===== src/rtl/irqc_pkg.sv =====
package irqc_pkg;
  typedef enum logic [1:0] {
    CFG_EXT_EN   = 2'd0,
    CFG_EXT_EDGE = 2'd1,
    CFG_PER_EN   = 2'd2,
    CFG_NMI      = 2'd3
  } cfg_addr_e;
endpackage


===== src/rtl/irqc_sync.sv =====
module irqc_sync #(
  parameter int W = 1
) (
  input  logic         clk,
  input  logic         rst_n,
  input  logic [W-1:0] d,
  output logic [W-1:0] q
);
  logic [W-1:0] meta_q;

  // Two-stage synchroniser, idle-high reset
  always_ff @(posedge clk or negedge rst_n) begin
    if (!rst_n) begin
      meta_q <= '1;
      q      <= '1;
    end else begin
      meta_q <= d;
      q      <= meta_q;
    end
  end
endmodule


===== src/rtl/irqc_ext_src.sv =====
module irqc_ext_src (
  input  logic clk,
  input  logic rst_n,
  input  logic pin_s,
  input  logic en,
  input  logic edge_mode,
  input  logic clr,
  output logic req
);
  logic prev_q, latch_q, fall;

  assign fall = prev_q & ~pin_s;

  always_ff @(posedge clk or negedge rst_n) begin
    if (!rst_n) begin
      prev_q  <= 1'b1;
      latch_q <= 1'b0;
    end else begin
      prev_q <= pin_s;
      if (!edge_mode)
        latch_q <= 1'b0;
      else if (fall && en)
        latch_q <= 1'b1;
      else if (clr)
        latch_q <= 1'b0;
    end
  end

  assign req = en & (edge_mode ? latch_q : ~pin_s);
endmodule


===== src/rtl/irqc_nmi_src.sv =====
module irqc_nmi_src (
  input  logic clk,
  input  logic rst_n,
  input  logic pin_s,
  input  logic rise_sel,
  input  logic clr,
  output logic set,
  output logic pend
);
  logic prev_q;

  assign set = rise_sel ? (~prev_q & pin_s) : (prev_q & ~pin_s);

  always_ff @(posedge clk or negedge rst_n) begin
    if (!rst_n) begin
      prev_q <= 1'b1;
      pend   <= 1'b0;
    end else begin
      prev_q <= pin_s;
      pend   <= (pend & ~clr) | set;
    end
  end
endmodule


===== src/rtl/irqc_prio.sv =====
module irqc_prio #(
  parameter int N = 17,
  parameter int W = $clog2(N)
) (
  input  logic [N-1:0] req,
  output logic         any,
  output logic [W-1:0] idx
);
  always_comb begin
    idx = '0;
    for (int i = N - 1; i >= 0; i--) begin
      if (req[i]) idx = W'(i);
    end
  end

  assign any = |req;
endmodule


===== src/rtl/irq_gate_ctrl.sv =====
module irq_gate_ctrl #(
  parameter int N_EXT    = 8,
  parameter int N_PERIPH = 8,
  parameter int DW       = 8,
  localparam int N_SRC   = 1 + N_EXT + N_PERIPH,
  localparam int VEC_W   = $clog2(N_SRC)
) (
  input  logic                clk,
  input  logic                rst_n,
  input  logic                wr_en,
  input  logic [1:0]          wr_addr,
  input  logic [DW-1:0]       wr_data,
  input  logic                nmi_pin,
  input  logic [N_EXT-1:0]    ext_pin,
  input  logic [N_PERIPH-1:0] periph_req,
  input  logic                mask_i,
  output logic                irq_valid,
  output logic [VEC_W-1:0]    irq_vec,
  output logic                irq_nmi,
  input  logic                irq_ack
);
  import irqc_pkg::*;

  localparam int PER_BASE = 1 + N_EXT;

  logic [N_EXT-1:0]    ext_en_q, ext_edge_q;
  logic [N_PERIPH-1:0] per_en_q;
  logic                nmi_rise_q;
  logic                nmi_s;
  logic [N_EXT-1:0]    ext_s;
  logic [N_SRC-1:0]    src_req, arb_req, clr;
  logic                nmi_set, nmi_pend;

  always_ff @(posedge clk or negedge rst_n) begin
    if (!rst_n) begin
      ext_en_q   <= '0;
      ext_edge_q <= '0;
      per_en_q   <= '0;
      nmi_rise_q <= 1'b0;
    end else if (wr_en) begin
      case (cfg_addr_e'(wr_addr))
        CFG_EXT_EN:   ext_en_q   <= wr_data[N_EXT-1:0];
        CFG_EXT_EDGE: ext_edge_q <= wr_data[N_EXT-1:0];
        CFG_PER_EN:   per_en_q   <= wr_data[N_PERIPH-1:0];
        default:      nmi_rise_q <= wr_data[0];
      endcase
    end
  end

  irqc_sync #(.W(N_EXT + 1)) sync_i (
    .clk   (clk),
    .rst_n (rst_n),
    .d     ({nmi_pin, ext_pin}),
    .q     ({nmi_s, ext_s})
  );

  assign clr = (irq_valid && irq_ack) ? (N_SRC'(1) << irq_vec) : '0;

  irqc_nmi_src nmi_i (
    .clk      (clk),
    .rst_n    (rst_n),
    .pin_s    (nmi_s),
    .rise_sel (nmi_rise_q),
    .clr      (clr[0]),
    .set      (nmi_set),
    .pend     (nmi_pend)
  );
  assign src_req[0] = nmi_pend;

  for (genvar g = 0; g < N_EXT; g++) begin : g_ext
    irqc_ext_src src_i (
      .clk       (clk),
      .rst_n     (rst_n),
      .pin_s     (ext_s[g]),
      .en        (ext_en_q[g]),
      .edge_mode (ext_edge_q[g]),
      .clr       (clr[1 + g]),
      .req       (src_req[1 + g])
    );
  end

  for (genvar g = 0; g < N_PERIPH; g++) begin : g_per
    assign src_req[PER_BASE + g] = per_en_q[g] & periph_req[g];
  end

  assign arb_req = {src_req[N_SRC-1:1] & {(N_SRC - 1){~mask_i}}, src_req[0]};

  irqc_prio #(.N(N_SRC), .W(VEC_W)) prio_i (
    .req (arb_req),
    .any (irq_valid),
    .idx (irq_vec)
  );

  assign irq_nmi = irq_valid && (irq_vec == '0);
endmodule


===== config.mk =====
export PLATFORM = sky130hd
export DESIGN_NAME = irq_gate_ctrl
export DESIGN_NICKNAME = d
export VERILOG_FILES = /design/src/rtl/irqc_pkg.sv /design/src/rtl/irqc_sync.sv /design/src/rtl/irqc_ext_src.sv /design/src/rtl/irqc_nmi_src.sv /design/src/rtl/irqc_prio.sv /design/src/rtl/irq_gate_ctrl.sv
export SDC_FILE = /design/constraint.sdc
export NUM_CORES = 1
export LEC_CHECK = 0
export BUFFER_PORTS_ARGS = -buffer_cell sky130_fd_sc_hd__buf_4
export CAP_MARGIN = 20
export CORE_ASPECT_RATIO = 1.2
export CORE_UTILIZATION = 30
export CTS_CLUSTER_SIZE = 25
export DETAILED_ROUTE_END_ITERATION = 8
export PLACE_DENSITY = 0.51
export SYNTH_ARGS = -nofsm -noshare
export SYNTH_HDL_FRONTEND = slang
export SYNTH_SLANG_ARGS = --single-unit

===== constraint.sdc =====
create_clock -name clk -period 2.6 [get_ports clk]
set_clock_uncertainty 0.1 [all_clocks]
set_input_delay 0.26 -clock clk [delete_from_list [all_inputs] [get_ports clk]]
set_output_delay 0.26 -clock clk [all_outputs]
set_load 0.1 [all_outputs]

==> results of run 1 <==
-- per-stage QoR --
stage | setup WS (ns) | total power [mW] | hold slack [ns]
2_1_floorplan | -0.1635 | 1.598 | -0.1356
3_3_place_gp | 0.2888 | 1.776 | 0.2455
3_5_place_dp | 0.2374 | 1.783 | 0.2468
4_1_cts | 0.002011 | 2.559 | 0.05707
5_1_grt | -0.009746 | 2.714 | 0.05455
6_report | 0.09384 | 2.569 | 0.07072
-- registers in the layout, summed over array words and instances, names as in the netlist --
register	cells
ext_edge_q	8
g_ext.src_i.latch_q	8
sync_i.q	9
nmi_rise_q	1
sync_i.meta_q	9
per_en_q	8
nmi_i.prev_q	1
nmi_i.pend	1
ext_en_q	8
g_ext.src_i.prev_q	8
-- power breakdown --
group	switching, mW	leakage (nW)	internal, mW
clock network	0.341	0.0893	0.390
registers	0.0817	0.701	1.08
logic	0.401	0.698	0.275
-- logic make-up after synthesis --
group	Yosys count
flip-flops	61
multiplexers	25
AO/OA/AOI/OAI	40
AND/OR/NAND/NOR	86
buffers and inverters	5
-- layout make-up --
type,instances,share of cell area (%)
sequential,61,45.51
multi-input combinational,151,31.86
timing repair buffer,52,13.07
clock buffer,13,4.635
tap,114,4.161
inverter,3,0.4745
clock inverter,2,0.2920
-- what timing repair did --
item | 4_1_cts | 5_1_grt
setup endpoints to repair | 2 | 4
endpoints found under the hold margin | 43 | 0
resized for setup | 4 | 17
hold buffers | 10 | 0
pin swaps | 1 | 6
buffers inserted | 1 | 1
-- per-layer routing --
metal,vias up,share of wire [%],track usage (%)
met5,-,0,0
met4,0,1.9,5.386
met3,11,4.3,5.556
met2,39,48,22.22
met1,892,46,19.19
li1,890,-,-
-- cell usage after synthesis --
cell,n
nand2b_1,5
mux2_2,25
nor2_1,17
dfrtp_1,34
nand4b_1,1
inv_1,2
nand3_1,10
o31a_1,1
o21a_1,1
a211oi_1,1
o211ai_1,4
and2_4,2
o221ai_1,1
nor4b_2,1
and3_1,1
buf_4,1
a31oi_1,2
clkbuf_1,1
nand3b_1,3
o21ai_0,15
nor3_1,3
o211a_4,1
o211ai_2,1
a41oi_1,2
and2_1,9
or2_2,2
or4_4,1
a311oi_1,1
nand2_1,24
o211a_1,2
and2_2,1
nor3b_2,1
o211ai_4,1
clkinv_4,1
dfstp_2,27
nand2b_4,1
nor2b_1,4
o21ai_1,1
a21oi_1,6
-- layout by cell type (no fill, tap or decap), drive strengths merged, types with 4 or more instances in the layout --
| master | instances |
|---|---|
| nor2 | 17 |
| and2 | 12 |
| o21ai | 16 |
| mux2 | 25 |
| dlygate4sd3 | 10 |
| nand2b | 6 |
| nand3 | 10 |
| a21oi | 6 |
| dfstp | 27 |
| dfrtp | 34 |
| nand2 | 24 |
| o211ai | 6 |
| nor2b | 4 |
| clkbuf | 13 |
| buf | 42 |
-- final timing paths --
| check | end | from | depth (start not counted) | slack, ns |
|---|---|---|---|---|
| max reg2reg | g_ext[5].src_i.latch_q$_DFFE_PN0P_ | ext_edge_q[3]$_DFFE_PN0P_ | 6 | 0.53 |
| max in group asynchronous | g_ext[7].src_i.latch_q$_DFFE_PN0P_ | rst_n | 2 | 1.47 |
| min in group asynchronous | ext_en_q[4]$_DFFE_PN0P_ | rst_n | 2 | 0.43 |
| min | ext_edge_q[3]$_DFFE_PN0P_ | wr_data[3] | 2 | 0.07 |
| min reg2reg | sync_i.q[6]$_DFF_PN1_ | sync_i.meta_q[6]$_DFF_PN1_ | 0 | 0.25 |
| max | irq_valid | sync_i.q[2]$_DFF_PN1_ | 7 | 0.09 |
==> out/metrics.yaml, run 1 <==
status: "finished, final reports clean"
p_leak_nw: 1.488
ant_nets: 0
grt_start_max_net_pins: 62
clk_latency_ns: 0.34
clock_sinks: 61
cp-end-kind: "output pin"
antenna_found_initial: 0
setup_viol: 0
gp_congestion: 0.8118
die_y_um: 104.2
fmax_ghz: 0.3990
startpoint_type: "flop"
grt_pass1_vias: 1919
grt_usage_pct: 14.74
min_period_over_period_pct: 96.39
crit_fanout: 6
setup-tns-final_ns: 0
core-area_um2: 8288
diodes: 0
cts_tree: "done"
drc: 0
rows: 36
fillers: 834
dieArea_um2: 9083
ys_types: 39
nets: 310
htreeDepth: 3
synth_area_um2: 2611
drt_wl_total_mm: 5.829
area_delta_synth_final_pct: 31.29
synth_top_family_by_area: "simple AND/OR/NAND/NOR gates"
seq_area_frac_synth_pct: 59.75
synth.area.top_cells: "dfrtp_1 (33%), dfstp_2 (27%), mux2_2 (11%)"
synthSimpleGateAreaFrac_pct: 17.59
drv_slew: 0
yosysWarningCount: 0
synth_xor_area_share_pct: 0
yosysTopAreaCell: "dfrtp_1"
maxSlewHeadroom_pct: 50.04
dp_cells: 369
root_buffer: "clkbuf_8"
drt_iter0_markers: 119
grt_pass1_wl_mm: 9.832
multi_input_area_um2: 1092
synth-compound-area-share_pct: 10.83
clkSlewWorstSetupHoldPaths_ns: 0.07
yosys-mux-area-fraction_pct: 10.78
fin_area_um2: 3428
synth_cells: 217
dr.pass1.iters: 4
regArea_um2: 1560
cts_inserted_buffers: 9
cp_num_buf_inv: 1
syn_avg_cell_area_um2: 12.03
clock_path_buffers: 2
cp_cell_sequence: "nor2_1 -> o211a_4 -> nor4b_4 -> nand3_2 -> nand2b_4 -> nand2b_1 -> buf_12"
worstPathArrival_ns: 2.15
utilization_pct: 41.36
slowest_stage: "dfstp_2"
cap_violations: 0
start_util_pct: 31.51
ir_drop_v: 0.0003200
syn-num-nets: 249
fin_cells: 396
synth-seq-cells: 61
power_density_nw_per_um2: 749.4
placed_cell_area_um2: 3055
yosys.area_share.adder_pct: 0
hold_class: "input port to flop"
vias_per_cell: 4.626
portBuffers: 38
crit_family: "simple AND/OR/NAND/NOR gates"
place_hpwl_mm: 4.079
wl_per_cell_um: 14.72
overflow: 0
finalCriticalPeriod_ns: 2.506
max_stage_delay_ns: 0.54
ios: 39
hold_viol: 0
tightestPinTransition_ns: 0.7494
required_ns: 2.24
drive_gt1_share_pct: 46.81
num_vias: 1832
crit_type: "flop to output pin"
synth_top_area_share_pct: 32.58
die_w_um: 87.17
Power figures use the tool's default switching activity.
==> inputs of run 2 (changes only) <==
--- a/config.mk
+++ b/config.mk
@@ -8,6 +8,7 @@
 export BUFFER_PORTS_ARGS = -buffer_cell sky130_fd_sc_hd__buf_4
 export CAP_MARGIN = 20
 export CORE_ASPECT_RATIO = 1.2
+export CORE_MARGIN = 2
 export CORE_UTILIZATION = 30
 export CTS_CLUSTER_SIZE = 25
 export DETAILED_ROUTE_END_ITERATION = 8
==> out/metrics.yaml, run 2 (synthesized netlist as in run 1, its figures left out) <==
dr.pass1.iters: 4  # unchanged
portBuffers: 38  # unchanged
gp_congestion: 0.7655  # was 0.8118
grt_usage_pct: 13.76  # was 14.74%
grt_pass1_wl_mm: 9.453  # was 9.832 mm
finalCriticalPeriod_ns: 2.515  # was 2.506 ns
clk_latency_ns: 0.34  # about the same
hold_viol: 0  # unchanged
fin_cells: 401  # was 396
fmax_ghz: 0.3976  # was 0.3990 GHz
p_leak_nw: 1.514  # was 1.488 nW
core-area_um2: 8518  # was 8288 um2
vias_per_cell: 4.696  # was 4.626
wl_per_cell_um: 14.50  # was 14.72 um
most-common-layout-cells: "buf_4 (41), dfrtp_1 (34), dfstp_2 (27)"  # was buf_4 (38), dfrtp_1 (34), dfstp_2 (27)
clock_sinks: 61  # unchanged
setup_viol: 0  # unchanged
tightestPinTransition_ns: 0.7491  # was 0.7494 ns
swShare_pct: 31.77  # was 32.07%
drv_slew: 0  # unchanged
rows: 37  # was 36
cp_cell_sequence: "nor2_1 -> o211ai_1 -> o21ai_1 -> o21ai_1 -> a21oi_1 -> nor3_2 -> buf_6"  # was nor2_1 -> o211a_4 -> nor4b_4 -> nand3_2 -> nand2b_4 -> nand2b_1 -> buf_12
required_ns: 2.24  # about the same
slowest_stage: "dfstp_2"  # unchanged
comb_power_share_pct: 25.8  # was 26.3%
die_w_um: 89.17  # was 87.17 um
cp_num_buf_inv: 1  # unchanged
holdWs_ns: 0.07056  # was 0.07072 ns
root_buffer: "clkbuf_8"  # unchanged
cts_tree: "done"  # unchanged
pwr-share-seq_pct: 44.4  # was 45.2%
drt_iter0_markers: 106  # was 119
final_common_cell: "buf_4"  # unchanged
start_util_pct: 30.66  # was 31.51%
crit_fanout: 4  # was 6
power_density_nw_per_um2: 758.4  # was 749.4 nW/um2
grt_pass1_vias: 1841  # was 1,919
cts_inserted_buffers: 9  # unchanged
grt_start_max_net_pins: 62  # unchanged
htreeDepth: 3  # unchanged
r2r_start: "sync_i.q[1]$_DFF_PN1_"  # was ext_edge_q[3]$_DFFE_PN0P_
nets: 312  # was 310
ir_drop_v: 0.0002373  # was 0.0003200 V
max_stage_delay_ns: 0.55  # was 0.54 ns
area_delta_synth_final_pct: 31.91  # was 31.29%
num_vias: 1883  # was 1,832
cp-startpoint: "sync_i.q[7]$_DFF_PN1_"  # was sync_i.q[2]$_DFF_PN1_
placed_cell_area_um2: 3052  # was 3055 um2
cap_violations: 0  # unchanged
crit_family: "compound AO/OA/AOI/OAI gates"  # was simple AND/OR/NAND/NOR gates
p_int_mw: 1.782  # was 1.745 mW
dp_cells: 371  # was 369
drc: 0  # unchanged
cp-end-kind: "output pin"  # unchanged
setup-tns-final_ns: 0  # unchanged
ant_nets: 0  # unchanged
hold_class: "input port to flop"  # unchanged
ios: 39  # unchanged
antenna_found_initial: 0  # unchanged
diodes: 0  # unchanged
hp-start: "wr_data[4]"  # was wr_data[3]
fillers: 858  # was 834
die_y_um: 106.2  # was 104.2 um
fin_area_um2: 3445  # was 3428 um2
reg_top3: "sync_i.meta_q: 9 flops, sync_i.q: 9 flops"  # unchanged
drive_gt1_share_pct: 47.54  # was 46.81%
place_hpwl_mm: 4.044  # was 4.079 mm
drt_wl_total_mm: 5.814  # was 5.829 mm
overflow: 0  # unchanged
dieArea_um2: 9469  # was 9083 um2
startpoint_type: "flop"  # unchanged
maxSlewHeadroom_pct: 50.06  # was 50.04%
clkSlewWorstSetupHoldPaths_ns: 0.07  # about the same
clock_path_buffers: 2  # unchanged
crit_type: "flop to output pin"  # unchanged
cp_common_cell: "o21ai_1"
min_period_over_period_pct: 96.74  # was 96.39%
power.share.clock_pct: 29.8  # was 28.5%
p_switching_mw: 0.8300  # was 0.8241 mW
worstPathArrival_ns: 2.16  # was 2.15 ns
status: "finished, final reports clean"  # unchanged
run 2: cell types whose count changed in the layout (fill, tap and decap cells not counted), sizes merged:
cell	change
clkinv	+3
clkbuf	-4
buf	+2
bufinv	+1
run 2: routing by layer:
metal	track usage, %	share of wire (%)	vias to the layer above
met5	0	0	-
met1	18.98	47	938
met4	5.437	1.7	0
met2	19.84	47	44
li1	-	-	894
met3	4.581	4.5	7
run 2: area by class of cell:
type,count,area (um2),area share [%]
flip-flops and latches,61,1560,45.30
well taps,117,146.4,4.250
inverters,3,16.27,0.4722
multi-input cells,151,1084,31.46
clock inverters,6,55.05,1.598
repair buffers,54,459.2,13.33
clock buffers,9,123.9,3.596
run 2: worst reg2reg max path, delay by kind of cell, from the launching register on:
kind,cells,cell delay (ns)
compound gates,2,0.46
buf+inv,1,0.18
flops,1,0.54
simple gates,4,0.67
run 2: power groups by stage:
stage          sequential (mW)  clock (mW)  combinational, mW
2_1_floorplan             1.15           0              0.448
3_3_place_gp              1.17           0              0.601
3_5_place_dp              1.18           0              0.603
4_1_cts                   1.16       0.813              0.641
5_1_grt                   1.18       0.854              0.727
6_report                  1.16       0.779              0.673
run 2: timing repair:
| action | CTS | global route |
|---|---|---|
| pin swaps | 1 | 5 |
| hold endpoints to repair | 43 | 0 |
| buffers inserted | 2 | 3 |
| gates resized for setup | 7 | 10 |
| setup endpoints to repair | 3 | 5 |
| gates cloned | 0 | 0 |
| hold buffers | 10 | 0 |
run 2: worst paths after layout:
path / to / slack (ns) / depth (start not counted)
min reg2reg: sync_i.q[8]$_DFF_PN1_ / 0.25 / 0
max reg2reg: g_ext[5].src_i.latch_q$_DFFE_PN0P_ / 0.53 / 7
max: irq_vec[1] / 0.08 / 7
max in group asynchronous: ext_en_q[6]$_DFFE_PN0P_ / 1.47 / 2
min: ext_edge_q[4]$_DFFE_PN0P_ / 0.07 / 2
min in group asynchronous: per_en_q[7]$_DFFE_PN0P_ / 0.43 / 2
run 2: per-stage QoR:
| step | setup WS, ns | utilization, % | total power, mW |
|---|---|---|---|
| 6_report | 0.08481 | 40.44 | 2.612 |
| 5_1_grt | -0.01469 | 40.44 | 2.758 |
| 4_1_cts | 0.02187 | 39.63 | 2.614 |
| 3_5_place_dp | 0.2434 | 35.83 | 1.778 |
| 3_3_place_gp | 0.2485 | 35.83 | 1.774 |
| 2_1_floorplan | -0.1635 | - | 1.598 |
==> inputs of run 3 (changes only) <==
==> constraint.sdc (replaced) <==
create_clock -name clk -period 2.6 [get_ports clk]
set_clock_uncertainty 0.1 [all_clocks]
set_input_delay 0.13 -clock clk [delete_from_list [all_inputs] [get_ports clk]]
set_output_delay 0.13 -clock clk [all_outputs]
set_load 0.1 [all_outputs]
==> out/metrics.yaml, run 3 (synthesized netlist as in run 1, its figures left out) <==
slowest_stage: "dfstp_2"  # unchanged
clkSlewWorstSetupHoldPaths_ns: 0.07  # about the same
die_w_um: 89.17  # unchanged
cts_tree: "done"  # unchanged
required_ns: 2.37  # was 2.24 ns
utilization_pct: 41.19  # was 40.44%
rsz0062_at_grt: "no"
pre_cts_slack_ns: 0.3686  # was 0.2434 ns
drt_iter0_markers: 60  # was 106
portBuffers: 38  # unchanged
reg_top3: "sync_i.meta_q: 9 flops, sync_i.q: 9 flops"  # unchanged
num_vias: 1892  # was 1,883
p_leak_nw: 1.522  # was 1.514 nW
ir_drop_v: 0.0003217  # was 0.0002373 V
dieArea_um2: 9469  # unchanged
fmax_ghz: 0.4066  # was 0.3976 GHz
gp_congestion: 0.7654  # was 0.7655
hold_class: "input port to flop"  # unchanged
power.share.clock_pct: 33.5  # was 29.8%
clk_latency_ns: 0.34  # about the same
maxSlewHeadroom_pct: 49.82  # was 50.06%
cp_cell_sequence: "nand2b_1 -> and3_1 -> nor4b_4 -> nand3_2 -> nand2b_1 -> nand2b_1 -> buf_4"  # was nor2_1 -> o211ai_1 -> o21ai_1 -> o21ai_1 -> a21oi_1 -> nor3_2 -> buf_6
start_util_pct: 30.66  # unchanged
ios: 39  # unchanged
power_density_nw_per_um2: 772.6  # was 758.4 nW/um2
clock_sinks: 61  # unchanged
finalCriticalPeriod_ns: 2.459  # was 2.515 ns
place_hpwl_mm: 4.063  # was 4.044 mm
fin_area_um2: 3508  # was 3445 um2
overflow: 0  # unchanged
worstPathArrival_ns: 2.23  # was 2.16 ns
root_buffer: "clkbuf_8"  # unchanged
diodes: 0  # unchanged
rows: 37  # unchanged
swShare_pct: 31.14  # was 31.77%
grt_start_max_net_pins: 62  # unchanged
drv_slew: 0  # unchanged
cap_violations: 0  # unchanged
htreeDepth: 3  # unchanged
placed_cell_area_um2: 3052  # unchanged
hold_viol: 0  # unchanged
cp-end-kind: "output pin"  # unchanged
pwr-share-seq_pct: 42.7  # was 44.4%
grt_usage_pct: 13.71  # was 13.76%
grt_pass1_vias: 1884  # was 1,841
comb_power_share_pct: 23.7  # was 25.8%
dr.pass1.iters: 4  # unchanged
max_stage_delay_ns: 0.54  # was 0.55 ns
drive_gt1_share_pct: 44.52  # was 47.54%
cts_inserted_buffers: 9  # unchanged
wl_per_cell_um: 14.28  # was 14.50 um
cp_common_cell: "nand2b_1"  # was o21ai_1
finalWorstSetupSlack_ns: 0.1408  # was 0.08481 ns
crit_type: "flop to output pin"  # unchanged
setup_viol: 0  # unchanged
vias_per_cell: 4.626  # was 4.696
core-area_um2: 8518  # unchanged
startpoint_type: "flop"  # unchanged
status: "finished, final reports clean"  # unchanged
final_common_cell: "buf_4"  # unchanged
grt_pass1_wl_mm: 9.515  # was 9.453 mm
tightestPinTransition_ns: 0.7526  # was 0.7491 ns
p_switching_mw: 0.8442  # was 0.8300 mW
clock_path_buffers: 2  # unchanged
area_delta_synth_final_pct: 34.36  # was 31.91%
p_int_mw: 1.867  # was 1.782 mW
drc: 0  # unchanged
min_period_over_period_pct: 94.58  # was 96.74%
die_y_um: 106.2  # unchanged
drt_wl_total_mm: 5.840  # was 5.814 mm
ant_nets: 0  # unchanged
most-common-layout-cells: "buf_4 (40), dfrtp_1 (34), dfstp_2 (27)"  # was buf_4 (41), dfrtp_1 (34), dfstp_2 (27)
crit_fanout: 3  # was 4
nets: 319  # was 312
antenna_found_initial: 0  # unchanged
==> run 3: final timing paths <==
kind | startpoint | end | slack, ns | cells after the start
min | wr_addr[1] | nmi_rise_q$_DFFE_PN0P_ | 0.07 | 3
max | sync_i.q[0]$_DFF_PN1_ | irq_valid | 0.14 | 7
max reg2reg | sync_i.q[1]$_DFF_PN1_ | g_ext[5].src_i.latch_q$_DFFE_PN0P_ | 0.51 | 7
max in group asynchronous | rst_n | per_en_q[0]$_DFFE_PN0P_ | 1.60 | 2
min in group asynchronous | rst_n | ext_edge_q[4]$_DFFE_PN0P_ | 0.30 | 2
min reg2reg | sync_i.meta_q[8]$_DFF_PN1_ | sync_i.q[8]$_DFF_PN1_ | 0.25 | 0
==> run 3: power groups by stage <==
stage | clock network [mW] | registers [mW] | logic [mW]
final | 0.909 | 1.16 | 0.643
after CTS | 0.947 | 1.16 | 0.630
after floorplan | 0 | 1.15 | 0.448
after global routing | 0.987 | 1.17 | 0.695
after global placement | 0 | 1.17 | 0.601
after detailed placement | 0 | 1.17 | 0.604
==> run 3: stage by stage <==
| step | std cells | hold slack (ns) | power [mW] | TNS [ns] |
|---|---|---|---|---|
| after floorplan | 217 | -0.2656 | 1.598 | -0.03347 |
| after global placement | 371 | 0.1381 | 1.774 | 0 |
| after detailed placement | 371 | 0.1393 | 1.778 | 0 |
| after CTS | 406 | 0.05339 | 2.735 | 0 |
| after global routing | 409 | 0.07169 | 2.856 | 0 |
| final | 409 | 0.06508 | 2.711 | 0 |
==> run 3: layer usage <==
metal / global-route usage (%) / part of all wire (%) / vias to the layer above
li1: - / - / 913
met1: 18.74 / 47 / 927
met2: 20.00 / 46 / 41
met3: 3.960 / 4.2 / 11
met4: 6.077 / 2.2 / 0
met5: 0 / 0 / -
==> run 3: layout make-up <==
cell class | instances | area (um2)
clock buffer | 9 | 123.9
tap | 117 | 146.4
fill | 863 | 5010
inverter | 3 | 16.27
clock inverter | 7 | 90.09
multi-input combinational | 151 | 1059
sequential | 61 | 1560
timing repair buffer | 61 | 513.0
==> run 3: critical path, delay by kind of cell, from the launching register on <==
| family | cells | cell delay (ns) |
|---|---|---|
| AND/OR/NAND/NOR | 6 | 1.13 |
| flip-flops | 1 | 0.54 |
| buffers and inverters | 1 | 0.23 |
==> run 3: repair_timing <==
item	CTS	global route
buffers inserted	0	3
hold buffers	19	0
endpoints found under the hold margin	69	0
setup endpoints to repair	2	3
resized for setup	1	6
pin swaps	0	1
